<file path="config.mk">
export PLATFORM = sky130hd
export DESIGN_NAME = irq_pin_ctrl
export DESIGN_NICKNAME = d
export VERILOG_FILES = /design/src/rtl/irq_pin_pkg.sv /design/src/rtl/irq_rd_decode.sv /design/src/rtl/irq_src_buffer.sv /design/src/rtl/irq_pin_seq.sv /design/src/rtl/irq_pin_ctrl.sv
export SDC_FILE = /design/constraint.sdc
export NUM_CORES = 1
export LEC_CHECK = 0
export ABC_AREA = 1
export BUFFER_PORTS_ARGS = -buffer_cell sky130_fd_sc_hd__buf_4
export CAP_MARGIN = 30
export CORE_MARGIN = 2
export CORE_UTILIZATION = 40
export DETAILED_ROUTE_END_ITERATION = 6
export HOLD_SLACK_MARGIN = 0.12
export PLACE_DENSITY_LB_ADDON = 0.2
export SLEW_MARGIN = 25
export SYNTH_ARGS = -nofsm -noshare
export SYNTH_HDL_FRONTEND = slang
export SYNTH_SLANG_ARGS = --single-unit
</file>
<file path="constraint.sdc">
create_clock -name clk -period 2.1 [get_ports clk]
set_input_delay 0.21 -clock clk [delete_from_list [all_inputs] [get_ports clk]]
set_output_delay 0.21 -clock clk [all_outputs]
set_load 0.02 [all_outputs]
</file>
<file path="src/rtl/irq_pin_pkg.sv">
package irq_pin_pkg;

    typedef enum logic [1:0] {
        MODE_NORMAL  = 2'b00,
        MODE_STOP    = 2'b01,
        MODE_RESTART = 2'b10,
        MODE_SLEEP   = 2'b11
    } op_mode_e;

    typedef enum logic [1:0] {
        ST_IDLE = 2'b00,
        ST_LOW  = 2'b01,
        ST_GAP  = 2'b10
    } pin_state_e;

    localparam int CMD_W  = 3;
    localparam int ADDR_W = 3;
    localparam logic [CMD_W-1:0]  CMD_RD_ONLY = 3'b111;
    localparam logic [ADDR_W-1:0] ADDR_IRQ    = 3'b000;

endpackage

</file>
<file path="src/rtl/irq_rd_decode.sv">
module irq_rd_decode
    import irq_pin_pkg::*;
(
    input  logic              stb_i,
    input  logic [CMD_W-1:0]  cmd_i,
    input  logic [ADDR_W-1:0] addr_i,
    output logic              rd_o
);
    always_comb begin
        rd_o = stb_i && (cmd_i == CMD_RD_ONLY) && (addr_i == ADDR_IRQ);
    end
endmodule

</file>
<file path="src/rtl/irq_src_buffer.sv">
module irq_src_buffer #(
    parameter int N_SRC = 4
) (
    input  logic             clk,
    input  logic             rst_n,
    input  logic [N_SRC-1:0] set_i,
    input  logic             clr_i,
    output logic [N_SRC-1:0] buf_o
);
    logic [N_SRC-1:0] bits_q;

    generate
        for (genvar g = 0; g < N_SRC; g++) begin : g_bit
            always_ff @(posedge clk or negedge rst_n) begin
                if (!rst_n)
                    bits_q[g] <= 1'b0;
                else if (set_i[g])
                    bits_q[g] <= 1'b1;
                else if (clr_i)
                    bits_q[g] <= 1'b0;
            end
        end
    endgenerate

    assign buf_o = bits_q;


    rd_clears_chk: assert property (@(posedge clk) disable iff (!rst_n)
        clr_i |=> ((bits_q & ~$past(set_i)) == '0));


    set_kept_chk: assert property (@(posedge clk) disable iff (!rst_n)
        (|set_i) |=> ((bits_q & $past(set_i)) == $past(set_i)));
endmodule

</file>
<file path="src/rtl/irq_pin_seq.sv">
module irq_pin_seq
    import irq_pin_pkg::*;
#(
    parameter int T_MIN = 4,
    parameter int T_TO  = 16
) (
    input  logic clk,
    input  logic rst_n,
    input  logic active_i,
    input  logic trig_i,
    input  logic rd_i,
    output logic int_n_o
);
    localparam int CW = $clog2(T_TO + 1);
    localparam logic [CW-1:0] MIN_LAST = CW'(T_MIN - 1);
    localparam logic [CW-1:0] TO_LAST  = CW'(T_TO - 1);
    localparam logic [CW-1:0] TO_SAT   = CW'(T_TO);

    pin_state_e st_q, st_nx;
    logic [CW-1:0] cnt_q;
    logic rd_q, pend_q;
    logic cnt_last, low_done;

    assign cnt_last = (cnt_q == TO_LAST);
    assign low_done = cnt_last || ((rd_q || rd_i) && (cnt_q >= MIN_LAST));

    always_comb begin
        st_nx = st_q;
        if (!active_i) begin
            st_nx = ST_IDLE;
        end else begin
            unique case (st_q)
                ST_IDLE: if (trig_i)   st_nx = ST_LOW;
                ST_LOW:  if (low_done) st_nx = ST_GAP;
                ST_GAP:  if (cnt_last) st_nx = (pend_q || trig_i) ? ST_LOW : ST_IDLE;
                default: st_nx = ST_IDLE;
            endcase
        end
    end

    always_ff @(posedge clk or negedge rst_n) begin
        if (!rst_n) st_q <= ST_IDLE;
        else        st_q <= st_nx;
    end

    always_ff @(posedge clk or negedge rst_n) begin
        if (!rst_n) begin
            cnt_q  <= '0;
            rd_q   <= 1'b0;
            pend_q <= 1'b0;
        end else begin
            if (st_nx != st_q)
                cnt_q <= '0;
            else if (st_q != ST_IDLE)
                cnt_q <= cnt_q + 1'b1;
            rd_q   <= (st_q == ST_LOW && st_nx == ST_LOW) ? (rd_q || rd_i) : 1'b0;
            pend_q <= (st_q == ST_GAP && st_nx == ST_GAP) ? (pend_q || trig_i) : 1'b0;
        end
    end

    always_comb begin
        int_n_o = (st_q != ST_LOW);
    end

    // Checker counters: consecutive low and high cycles of the pin.
    logic [CW-1:0] lo_len, hi_len;
    always_ff @(posedge clk or negedge rst_n) begin
        if (!rst_n) begin
            lo_len <= '0;
            hi_len <= TO_SAT;
        end else begin
            lo_len <= int_n_o ? '0 : ((lo_len < TO_SAT) ? lo_len + 1'b1 : lo_len);
            if (!active_i || !int_n_o)
                hi_len <= !active_i ? TO_SAT : '0;
            else if (hi_len < TO_SAT)
                hi_len <= hi_len + 1'b1;
        end
    end


    low_timeout_chk: assert property (@(posedge clk) disable iff (!rst_n)
        !int_n_o |-> (lo_len < TO_SAT));


    min_width_chk: assert property (@(posedge clk) disable iff (!rst_n)
        ($rose(int_n_o) && $past(active_i)) |-> ($past(lo_len) >= MIN_LAST));


    gap_len_chk: assert property (@(posedge clk) disable iff (!rst_n)
        $fell(int_n_o) |-> (hi_len >= TO_SAT));


    inactive_high_chk: assert property (@(posedge clk) disable iff (!rst_n)
        !active_i |=> int_n_o);
endmodule

</file>
<file path="src/rtl/irq_pin_ctrl.sv">
module irq_pin_ctrl
    import irq_pin_pkg::*;
#(
    parameter int N_SRC = 4,
    parameter int T_MIN = 4,
    parameter int T_TO  = 16
) (
    input  logic             clk,
    input  logic             rst_n,
    input  logic [N_SRC-1:0] evt_i,
    input  logic [N_SRC-1:0] en_i,
    input  logic [1:0]       mode_i,
    input  logic             spi_stb_i,
    input  logic [2:0]       spi_cmd_i,
    input  logic [2:0]       spi_addr_i,
    output logic             int_n_o,
    output logic [N_SRC-1:0] buf_o
);
    logic             active, rd;
    logic [N_SRC-1:0] set;

    assign active = (mode_i == MODE_NORMAL) || (mode_i == MODE_STOP);
    assign set    = evt_i & en_i & {N_SRC{active}};

    irq_rd_decode u_dec (
        .stb_i  (spi_stb_i),
        .cmd_i  (spi_cmd_i),
        .addr_i (spi_addr_i),
        .rd_o   (rd)
    );

    irq_src_buffer #(.N_SRC(N_SRC)) u_buf (
        .clk   (clk),
        .rst_n (rst_n),
        .set_i (set),
        .clr_i (rd),
        .buf_o (buf_o)
    );

    irq_pin_seq #(.T_MIN(T_MIN), .T_TO(T_TO)) u_seq (
        .clk      (clk),
        .rst_n    (rst_n),
        .active_i (active),
        .trig_i   (|set),
        .rd_i     (rd),
        .int_n_o  (int_n_o)
    );
endmodule

</file>
==> run summary, run 1 <==
The first global-routing pass estimated 2720 um of wire. The type of the worst setup path is register to register. The horizontal die dimension is 48.1 um. The total setup violations reported at the end of the flow came out at 0. The synthesized netlist net count came out at 122. In this run the worst hold path is classified as primary input to register. Along the worst path, the maximum fanout reaches 5. The count of non-filler cells in the finished layout is 153. The max-capacitance violation count came out at 0.

The number of DRC violations after detailed-routing iteration 0 is 8. The fraction of layout instances using a drive strength above 1 is 33.6%. The number of nets still failing antenna checks after routing came out at 0. The later pin in the worst-skew pair is clocked with a latency of 0.28 ns. The run finished with clean final reports. Net switching is 31.5% of the power. In the finished design, the share of the clock period the worst path needs comes to 84.2%. For the pin with the worst max-slew slack, the measured transition is 0.258 ns. The largest single stage delay on the critical path is 0.42 ns.

The final number of max-transition violations is 0. The data required time at the worst endpoint is 2.27 ns. The count of mapped cells out of synthesis came out at 101.

The number of antenna violations at the first check in global routing came out at 0. The slack of the worst reg-to-reg path is 0.33 ns. The area of the die came out at 2310 um^2.

Clock-pin slew was measured on the worst setup and hold paths at 0.08 ns. Global routing used 16.9% of the available tracks across all layers. The worst setup path is launched from a register. The cell sitting at the root of the clock tree is a sky130_fd_sc_hd__clkbuf_4.

The worst ir drop on vdd came out at 414 uV. The mean post-synth cell area came out at 7.71 um^2. TritonCTS built the clock tree. The number of failing hold endpoints at the final stage is 0. The top cell type by total area after synthesis is sky130_fd_sc_hd__dfrtp_1. For this run, the number of Yosys warnings is 0.

The number of synthesized register bits came out at 13. The maximum number of pins on one net before global-route repair is 14. The worst register-to-register path begins at u_seq.cnt_q[0].

Power spread over the standard cell area amounts to 585 nW/um^2. After detailed routing, the number of vias per cell comes to 4.95. Sequential cells were found to cover 41.8% of the synthesized design area. The post-detailed-route DRC marker count came out at 0. The routed layout has 758 vias. The analysis attributes to net switching a power of 0.186 mW. The critical path arrival is 1.94 ns. The static leakage came out at 0.561 nW. The count of TritonRoute iterations in the first routing pass is 4. The relative area change from synthesis to final layout is 29.9%. The top cell types in the final layout, fill and taps aside, are 25 x sky130_fd_sc_hd__nand2_1, 22 x sky130_fd_sc_hd__buf_4, 13 x sky130_fd_sc_hd__dfrtp_1. The number of global-route vias before repair came out at 682.

The critical path starts at u_seq.cnt_q[0]. The number of clock sinks is 13. For this design the top-level I/O count stands at 24. The share of total power in sequential cells came out at 48.9%. The clock arrives with 0.00410 ns of skew. The initialized floorplan defines 15 standard-cell rows. The mapped netlist covers 778 um^2. Setup repair after global routing left no endpoint under its margin. After synthesis, the cell types taking the most area are sky130_fd_sc_hd__dfrtp_1 42%, sky130_fd_sc_hd__nand2_1 12%, sky130_fd_sc_hd__nand3_1 6.4%. The endpoint identified for the worst register-to-register timing path is u_seq.cnt_q[3]. The per-cell routed wire length is 10.9 um.

After detailed placement, the design holds a cell count of 148. The proportion of power drawn by combinational gates is 24.0%. The remaining max-slew budget at the tightest pin came out at 82.8%. After global routing the overflow that remains totals 0. Port buffering added 22 buffers. The longest clock path from root to sink contains 2 buffers.

The number of buffers created by CTS came out at 3. For the worst flop-to-flop path, the logic depth is 12. The standard cell core area is 1780 um^2.

The detailed placement HPWL is 1260 um. The final net count came out at 150. The clock share of power came out at 27.1%.

Following the worst setup path forward leads to its endpoint at u_seq.cnt_q[3]. After synthesis, the netlist uses 19 different library cells. The starting utilization of the core area came out at 43.6%. Traced cell by cell, the critical path runs through ha_1 -> nand2_1 -> nor2_1 -> ha_1 -> inv_1 -> nand3_1 -> nand2_2 -> nand2_2 -> nand2_4 -> clkinv_2 -> nand3_1 -> nand2_1. The die height is 48.1 um. 0 antenna diodes ended up in the layout. Timing would allow up to 566 MHz. The placer's final routability congestion estimate came out at 0.942. The sum of negative setup slack is 0 ns. STA classifies the critical path endpoint as a register.

The shortest period the worst path allows is 1.77 ns. The number of buffers added for setup after CTS is 0. For this design, the slowest cell found on the critical path is sky130_fd_sc_hd__dfrtp_1. The cell internal power dissipation is 0.405 mW.

The library cell used most frequently in the layout, excluding fill and tap cells, is sky130_fd_sc_hd__nand2_1. Summed over all layers, the routed wires come to 1660 um. On the final layout, the worst hold slack is 0.153 ns.

Of the post-synthesis cell area, the dominant cell type holds 41.8%. The maximum level of the CTS H-tree came out at 1.
-- sequential cells by signal, indices dropped and copies added (netlist names) --
register      count
u_seq.pend_q      1
u_seq.rd_q        1
u_seq.st_q        2
u_buf.buf_o       4
u_seq.cnt_q       5
-- layer usage --
layer | up-vias | global-route usage [%] | wire length [um]
met5 | - | 0 | 0
met4 | 0 | 8.65 | 36
met3 | 7 | 2.22 | 136
met2 | 38 | 28.3 | 724
met1 | 328 | 21.4 | 766
li1 | 385 | - | -
-- repair_timing --
action,4_1_cts,5_1_grt
hold endpoints to repair,13,0
resized for setup,0,0
hold buffers,1,0
-- per-stage QoR --
stage	cell area [um^2]	utilization (%)	setup WS [ns]	power (mW)
final	1010	56.7	0.332	0.592
after global routing	1010	56.7	0.122	0.624
after CTS	1010	56.7	0.322	0.593
after detailed placement	975	54.7	0.349	0.434
after global placement	975	54.7	0.367	0.431
after floorplan	778	-	0.502	0.375
-- synthesized netlist by cell type, drive strengths merged --
cell type / n
nand2: 30
inv: 15
dfrtp: 13
nand3: 13
nor2: 12
nand4: 7
a21oi: 3
ha: 2
o21ai: 2
clkinv: 1
o211a: 1
o31ai: 1
xor2: 1
-- worst min-delay path by stage --
| stage | start | end | cells after the start |
|---|---|---|---|
| finish | mode_i[1] | u_seq.st_q[1] | 2 |
| global route | mode_i[1] | u_seq.st_q[1] | 2 |
| CTS | mode_i[1] | u_seq.st_q[1] | 2 |
| detailed placement | rst_n | u_buf.buf_o[0] | 1 |
| global placement | rst_n | u_buf.buf_o[0] | 1 |
| floorplan | rst_n | u_buf.buf_o[0] | 0 |
-- cell type report --
cell class / count / area, um^2
multi-input combinational: 72 / 392
timing repair buffer: 23 / 175
clock buffer: 4 / 26.3
sequential: 13 / 325
fill: 178 / 772
inverter: 16 / 61.3
tap: 25 / 31.3
-- kinds of logic (layout without fill, tap and decap cells) --
family,count (synthesis),after routing,synth area share (%)
flops,13,13,41.8
simple gates,62,62,40.0
buf+inv,16,43,7.88
xor+xnor,1,1,1.13
compound gates,7,7,5.95
fa+ha+maj,2,2,3.21
-- worst max-delay path, delay by kind of cell, from the launching register on --
| family | cells | cell delay [ns] |
|---|---|---|
| DFF | 1 | 0.42 |
| adders and majority gates | 2 | 0.42 |
| buffers and inverters | 2 | 0.19 |
| and+or+nand+nor | 8 | 0.63 |
-- power by group through the flow --
stage	Combinational, mW	Sequential, mW	Clock (mW)
after floorplan	0.0795	0.296	0
after global placement	0.138	0.293	0
after detailed placement	0.141	0.293	0
after CTS	0.143	0.288	0.162
after global routing	0.164	0.292	0.167
final	0.142	0.289	0.160
(Power assumes the default switching activity.)
==> run 2: changes to the inputs <==
==> constraint.sdc (replaced) <==
create_clock -name clk -period 1.8 [get_ports clk]
set_input_delay 0.18 -clock clk [delete_from_list [all_inputs] [get_ports clk]]
set_output_delay 0.18 -clock clk [all_outputs]
set_load 0.02 [all_outputs]
==> run 2 against run 1 <==
  * Highest routed layer unchanged
  * Sequential cell count is the same
  * Total power rose by 21%
  * Maximum frequency rose by 6.0%
  * Clock skew fell by 0.0038 ns
  * Largest power group unchanged
  * Largest cell class unchanged
  * Clock-buffer cell count did not move
  * Die area unchanged
==> run summary, run 2 (synthesis gave the netlist of run 1 again) <==
The horizontal die dimension came out at 48.1 um (unchanged). The overflow left after global routing came out at 0 (unchanged). The post-route met1 wirelength came out at 792 um (+3.4%).

The CTS root buffer is sky130_fd_sc_hd__clkbuf_4. The library cell appearing most often on the critical path is sky130_fd_sc_hd__nand2_1. The clock share of power is 25.4% (-1.7 points). The worst setup path is launched from a register. The capture point of the worst reg-to-reg path is u_seq.cnt_q[1].

The post-detailed-route DRC marker count is 0 (unchanged). The count of port buffers added during placement is 22 (unchanged). The share of total power in sequential cells is 46.3% (-2.6 points).

The global-route usage over all layers was 17.0% (+0.038 points). The per-cell routed wire length came out at 10.6 um (-2.6%). The worst hold path depth is 3 (+1). The standard cell core area is 1780 um^2 (unchanged). The starting utilization of the core area is 43.6% (unchanged).

The number of nets still failing antenna checks after routing is 0 (unchanged). The path class of the tightest hold or removal check is primary input to register. The final number of max-transition violations is 0 (unchanged). The peak clock frequency supported by timing was 599 MHz (+6.0%).

The placer's final routability congestion estimate came to 0.940 (-0.19%). The routed length on met3 is 95 um (-30%). The power density over the cells is 675 nW/um^2 (+15%). The number of fillers in the final layout is 159 (-11%).

Setup repair after global routing could not meet its margin everywhere. The library cells used most frequently in the layout, excluding fill and tap cells, are 25 x sky130_fd_sc_hd__buf_4, 24 x sky130_fd_sc_hd__nand2_1, 13 x sky130_fd_sc_hd__dfrtp_1. The sequential cell area is 325 um^2 (unchanged). The max-capacitance violation count is 0 (unchanged).

The flip-flop count of the largest register, all copies and words added came out at 5 (unchanged). The buffer depth of the longest clock path came to 2 (unchanged). The static leakage came out at 0.583 nW (+3.9%).

The library cell used most frequently in the layout, excluding fill and tap cells, is sky130_fd_sc_hd__buf_4. The depth of the worst register-to-register path came out at 11 (-1). The setup skew after layout is 0.000295 ns (-0.00380 ns). The total area of multi-input combinational cells is 407 um^2 (+3.8%). The portion of the clock cycle consumed by the worst path in the final layout came out at 92.7% (+8.5 points). The slack of the critical path is 0.132 ns (-0.200 ns). The clock transition at the register clock pins on the worst setup and hold paths after CTS is 0.08 ns (about the same).

The number of clock sinks is 13 (unchanged). The average vias per placed instance is 4.80 (-3.1%). The detailed placement HPWL came out at 1270 um (+0.71%).

The shortest period the worst path allows is 1.67 ns (-0.0998 ns). TritonCTS built the clock tree. The critical path is of the register to register type. The count of standard-cell rows is 15 (unchanged).

The maximum level of the CTS H-tree came out at 1 (unchanged). The remaining max-slew budget at the tightest pin is 82.5% (-0.30 points). The net switching power is 0.220 mW (+18%). Among all stages on the critical path, the largest delay is contributed by sky130_fd_sc_hd__dfrtp_1.

The final net count is 154 (+2.7%). The number of global-route vias before repair came out at 689 (+1.0%). The maximum fanout count along the critical path is 5 (unchanged). The worst ir drop on vdd was 551 uV (+33%). The register with the most flip-flops in the final layout is u_seq.cnt_q. The count of TritonRoute iterations in the first routing pass is 5 (+1). The die height was 48.1 um (unchanged). The data required time at the worst endpoint came out at 1.97 ns (-0.30 ns).

The worst setup path is captured at a register. The slew of the pin with the lowest slew margin is 0.263 ns (+0.00453 ns). The number of top-level design ports is 24 (unchanged).

The number of antenna cells inserted is 0 (unchanged). The switching share of power is 30.8% (-0.72 points). The startpoint identified for the worst hold timing path is en_i[2]. The total length of routed met2 wires is 728 um (+0.55%).

The proportion of power drawn by combinational gates came out at 28.3% (+4.3 points). The slack of the worst reg-to-reg path came out at 0.13 ns (-0.20 ns). The post-route total power came to 0.715 mW (+21%).

The area of the die came out at 2310 um^2 (unchanged). The final wirelength came to 1660 um (about the same). Signal routing reaches up to met4. The via count of the routed design is 754 (-0.53%). The relative area change from synthesis to final layout came out at 36.2%. Traced cell by cell, the critical path runs through ha_2 -> nand2_2 -> nor2_2 -> ha_2 -> inv_1 -> nand2_1 -> nand2_1 -> a21oi_2 -> nor2_2 -> nand3_1 -> nand2_1.

The wire length of the first global-routing pass came out at 2670 um (-1.8%). The worst register-to-register path begins at u_seq.cnt_q[1]. The clock latency reported for the late side of the worst-skew pair came out at 0.28 ns (about the same).

The fraction of layout instances using a drive strength above 1 was 37.9% (+4.3 points). The cell internal power dissipation is 0.495 mW (+22%). The worst slack at placement is 0.0861 ns (-0.263 ns). The critical path arrival is 1.84 ns (-0.10 ns). The run finished with clean final reports. The maximum number of pins on one net before global-route repair is 14 (unchanged).

The largest stage delay on the critical path was 0.38 ns (-0.04 ns). The number of buffers created by CTS came to 3 (unchanged). The number of antenna violations at the first check in global routing is 0 (unchanged). The destination of the worst hold path is u_buf.buf_o[2]. The total setup violations reported at the end of the flow came out at 0 (unchanged). The number of DRC violations after detailed-routing iteration 0 is 12 (+4). The number of failing hold endpoints at the final stage is 0 (unchanged).
## run 2: per-layer routing
| layer | up-vias | global-route usage, % |
|---|---|---|
| met5 | - | 0 |
| met4 | 0 | 11.4 |
| met3 | 5 | 2.22 |
| met2 | 22 | 28.3 |
| met1 | 333 | 20.4 |
| li1 | 394 | - |
## run 2: worst max-delay path, delay by kind of cell (launching register included)
family          cells  cell delay [ns]
simple gates        7             0.53
fa+ha+maj           2             0.39
flops               1             0.38
compound gates      1             0.19
buf+inv             1             0.07
## run 2: worst max-delay path by stage
stage	start	endpoint	slack (ns)	cells past startpoint
after global routing	u_seq.cnt_q[0]	u_seq.cnt_q[1]	-0.02	13
after detailed placement	u_seq.cnt_q[1]	u_seq.cnt_q[1]	0.09	13
final	u_seq.cnt_q[1]	u_seq.cnt_q[1]	0.13	11
after global placement	u_seq.cnt_q[1]	u_seq.cnt_q[3]	0.1	13
after CTS	u_seq.cnt_q[1]	u_seq.cnt_q[1]	0.06	13
after floorplan	u_seq.cnt_q[0]	u_seq.cnt_q[0]	0.20	12
## run 2: through the flow
step           util [%]  cells  setup TNS, ns  hold slack (ns)  area (um^2)
2_1_floorplan         -    101              0           -0.116          778
3_3_place_gp       55.1    149              0           0.0335          982
3_5_place_dp       55.1    149              0           0.0355          982
4_1_cts            57.7    155              0            0.162         1030
5_1_grt            59.4    157        -0.0459            0.177         1060
6_report           59.4    157              0            0.171         1060
## run 2: repair_timing
action | CTS | global route
hold buffers | 2 | 0
setup buffers | 0 | 2
setup endpoints to repair | 0 | 5
endpoints found under the hold margin | 14 | 0
resized for setup | 0 | 6
## run 2: final cells by class
class,instances,share of cell area (%)
clock buffer,4,2.48
inverter,16,5.90
multi-input combinational,72,38.4
sequential,13,30.7
tap,25,2.95
timing repair buffer,27,19.6
## run 2: power by group through the flow
| stage | Combinational (mW) | Sequential (mW) | Clock [mW] |
|---|---|---|---|
| final | 0.202 | 0.331 | 0.181 |
| after global routing | 0.229 | 0.334 | 0.198 |
| after CTS | 0.184 | 0.332 | 0.191 |
| after detailed placement | 0.180 | 0.337 | 0 |
| after global placement | 0.176 | 0.338 | 0 |
| after floorplan | 0.0927 | 0.345 | 0 |
==> run 3: changes to the inputs <==
==> constraint.sdc (replaced) <==
create_clock -name clk -period 1.65 [get_ports clk]
set_input_delay 0.165 -clock clk [delete_from_list [all_inputs] [get_ports clk]]
set_output_delay 0.165 -clock clk [all_outputs]
set_load 0.02 [all_outputs]
==> run 3 against run 2 <==
  * The run now ends with negative setup slack left
  * Register-to-register slack worse by 0.17 ns
  * Sequential cell count stayed put
  * Clock skew is 0.0026 ns higher
  * Sequential power is 8.8% higher
  * Final cell count is 1.9% higher
  * Routed wire length is 9.7% higher
  * First-iteration DRC count is 50% higher
  * Clock-buffer cell count stayed put
  * Die area stayed put
  * Hold slack worse by 0.040 ns
  * Design area is 3.2% higher
  * Core utilization is 1.9 points higher
  * Largest power group unchanged
==> run summary, run 3 (synthesis gave the netlist of run 1 again) <==
The flow ran to the end, but the final reports show violations. The final reports fail on negative setup slack. The power density over the cells came out at 730 nW/um^2 (+8.1%).

The number of clock sinks is 13 (unchanged). The final wirelength came out at 1820 um (+9.7%). The area of the die is 2310 um^2 (unchanged). On the critical path, the stage with the largest delay is an instance of sky130_fd_sc_hd__dfrtp_1.

The number of DRC violations after detailed-routing iteration 0 is 18 (+6). The average vias per placed instance was 4.93 (+2.7%). The post-detailed-route DRC marker count is 0 (unchanged).

The placer's final routability congestion estimate came out at 0.926 (-1.6%). The slack of the critical path is -0.0349 ns (-0.166 ns). The final net count came out at 157 (+1.9%).

The number of global-route vias before repair is 667 (-3.2%). The peak clock frequency supported by timing was 594 MHz (-0.97%). The number of antenna cells inserted came out at 0 (unchanged).

The wire length of the first global-routing pass is 2930 um (+9.6%). The maximum number of pins on one net before global-route repair was 14 (unchanged). The number of nets still failing antenna checks after routing was 0 (unchanged). The number of buffers created by CTS was 3 (unchanged). The proportion of power drawn by combinational gates came out at 29.9% (+1.6 points). The horizontal die dimension came out at 48.1 um (unchanged). The worst slack at placement came to -0.0475 ns (-0.134 ns). In this run the worst setup path begins at u_seq.cnt_q[1]. The cell internal power dissipation came out at 0.550 mW (+11%). The starting utilization of the core area is 43.6% (unchanged). The worst ir drop on vdd was 459 uV (-17%). Leaving out fill and tap cells, the most frequent cell in the layout is sky130_fd_sc_hd__buf_4. The shortest period the worst path allows came out at 1.68 ns (+0.0164 ns). The count of port buffers added during placement came to 22 (unchanged). Setup repair after global routing could not meet its margin everywhere. The kind of end point of the critical path is a register.

The signal on the critical path passes through ha_2 -> nand2_2 -> nor2_2 -> ha_2 -> nor2_2 -> nor2_1 -> nand2_1 -> nand2_2 -> nand2_4 -> nand2_4 -> clkinv_4 -> nand3_1 -> nand2_1. The maximum fanout count along the critical path came to 5 (unchanged). The flip-flop count of the largest register, all copies and words added came out at 5 (unchanged). The number of failing hold endpoints at the final stage is 0 (unchanged). The total setup violations reported at the end of the flow was 5 (+5). The number of antenna violations at the first check in global routing is 0 (unchanged).

CTS placed an instance of sky130_fd_sc_hd__clkbuf_4 at the clock tree root. The launch instance of the worst register-to-register path is u_seq.cnt_q[1]. The net switching power is 0.248 mW (+13%). The count of standard-cell rows is 15 (unchanged). The portion of the clock cycle consumed by the worst path in the final layout came to 102% (+9.4 points). In this run the worst hold path is classified as primary input to register. The count of TritonRoute iterations in the first routing pass is 4 (-1). The clock transition at the register clock pins on the worst setup and hold paths after CTS is 0.08 ns (about the same). The critical path is of the register to register type. The remaining max-slew budget at the tightest pin is 81.4% (-1.1 points). The maximum level of the CTS H-tree came out at 1 (unchanged).

The per-cell routed wire length is 11.4 um (+7.6%). The static leakage was 0.598 nW (+2.6%). More flip-flops sit in one register than any other, and that register is u_seq.cnt_q. The slew of the pin with the lowest slew margin came out at 0.279 ns (+0.0161 ns). In the layout the commonest cells are 29 x sky130_fd_sc_hd__buf_4, 24 x sky130_fd_sc_hd__nand2_1, 13 x sky130_fd_sc_hd__dfrtp_1. The global-route usage over all layers came out at 18.5% (+1.6 points). The setup skew after layout is 0.00293 ns (+0.00263 ns).

The data required time at the worst endpoint is 1.82 ns (-0.15 ns). The max-capacitance violation count came out at 0 (unchanged). The share of total power in sequential cells is 45.1% (-1.2 points). The via count of the routed design was 789 (+4.6%). The standard cell core area is 1780 um^2 (unchanged).

The core occupancy in the finished layout was 61.3% (+1.9 points). The buffer depth of the longest clock path came out at 2 (unchanged). TritonCTS built the clock tree.

The fraction of layout instances using a drive strength above 1 is 43.0% (+5.1 points). The largest stage delay on the critical path is 0.36 ns (-0.02 ns). The switching share of power is 31.0% (+0.26 points). The critical path arrival was 1.86 ns (+0.02 ns). The detailed placement HPWL came out at 1360 um (+7.3%). The number of top-level design ports came out at 24 (unchanged).

In this run the most critical hold path is launched from mode_i[1]. The overflow left after global routing is 0 (unchanged). The clock share of power is 25.0% (-0.4 points). The clock latency reported for the late side of the worst-skew pair is 0.28 ns (about the same). The die height is 48.1 um (unchanged). The final number of max-transition violations is 0 (unchanged).

STA classifies the critical path startpoint as a register. Compared with the post-synthesis result, the final layout area differs by 40.5%. The post-route total power is 0.798 mW (+12%).
[run 3: worst max-delay path, delay by kind of cell (launching register included)]
kind | cells | cell delay [ns]
flops | 1 | 0.36
fa+ha+maj | 2 | 0.41
simple gates | 10 | 0.73
buf+inv | 1 | 0.07
[run 3: area by class of cell]
class	instances	area, um^2
multi-input cells	72	418
clock buffers	4	26.3
repair buffers	30	228
flip-flops and latches	13	325
well taps	25	31.3
fillers	163	689
inverters	16	65.1
[run 3: final timing paths]
check | to | slack, ns | cells past startpoint
max | u_seq.cnt_q[3] | -0.03 | 13
max reg2reg | u_seq.cnt_q[3] | -0.03 | 13
min | u_seq.st_q[1] | 0.13 | 2
min in group asynchronous | u_buf.buf_o[0] | 0.26 | 2
max in group asynchronous | u_seq.cnt_q[4] | 1.23 | 2
min reg2reg | u_buf.buf_o[1] | 0.47 | 2
[run 3: stage by stage]
step / hold slack [ns] / std cells / cell area, um^2 / setup TNS [ns]
floorplan: -0.131 / 101 / 778 / 0
detailed placement: 0.0180 / 151 / 997 / -0.211
finish: 0.132 / 160 / 1090 / -0.160
global placement: 0.0184 / 151 / 997 / -0.148
CTS: 0.120 / 158 / 1060 / -0.116
global route: 0.146 / 160 / 1090 / -1.38
[run 3: power by group through the flow]
stage | registers, mW | logic (mW) | clock network (mW)
after floorplan | 0.376 | 0.101 | 0
after detailed placement | 0.366 | 0.213 | 0
final | 0.360 | 0.239 | 0.199
after global placement | 0.364 | 0.208 | 0
after CTS | 0.360 | 0.235 | 0.204
after global routing | 0.364 | 0.270 | 0.211
[run 3: repair_timing]
action                                  in CTS  in global routing
resized for setup                            6                  5
hold endpoints to repair                    13                  0
cloned                                       0                  0
setup buffers                                2                  2
endpoints found under the setup margin       5                  8
hold buffers                                 1                  0
pin swaps                                    1                  7
[run 3: per-layer routing]
metal	GRT usage, %	part of all wire, %	vias up	routed length (um)
met1	25.8	44	357	807
met4	8.11	1.9	0	34
met5	0	0	-	0
met3	2.22	6.1	5	111
met2	29.1	48	28	871
li1	-	-	399	-
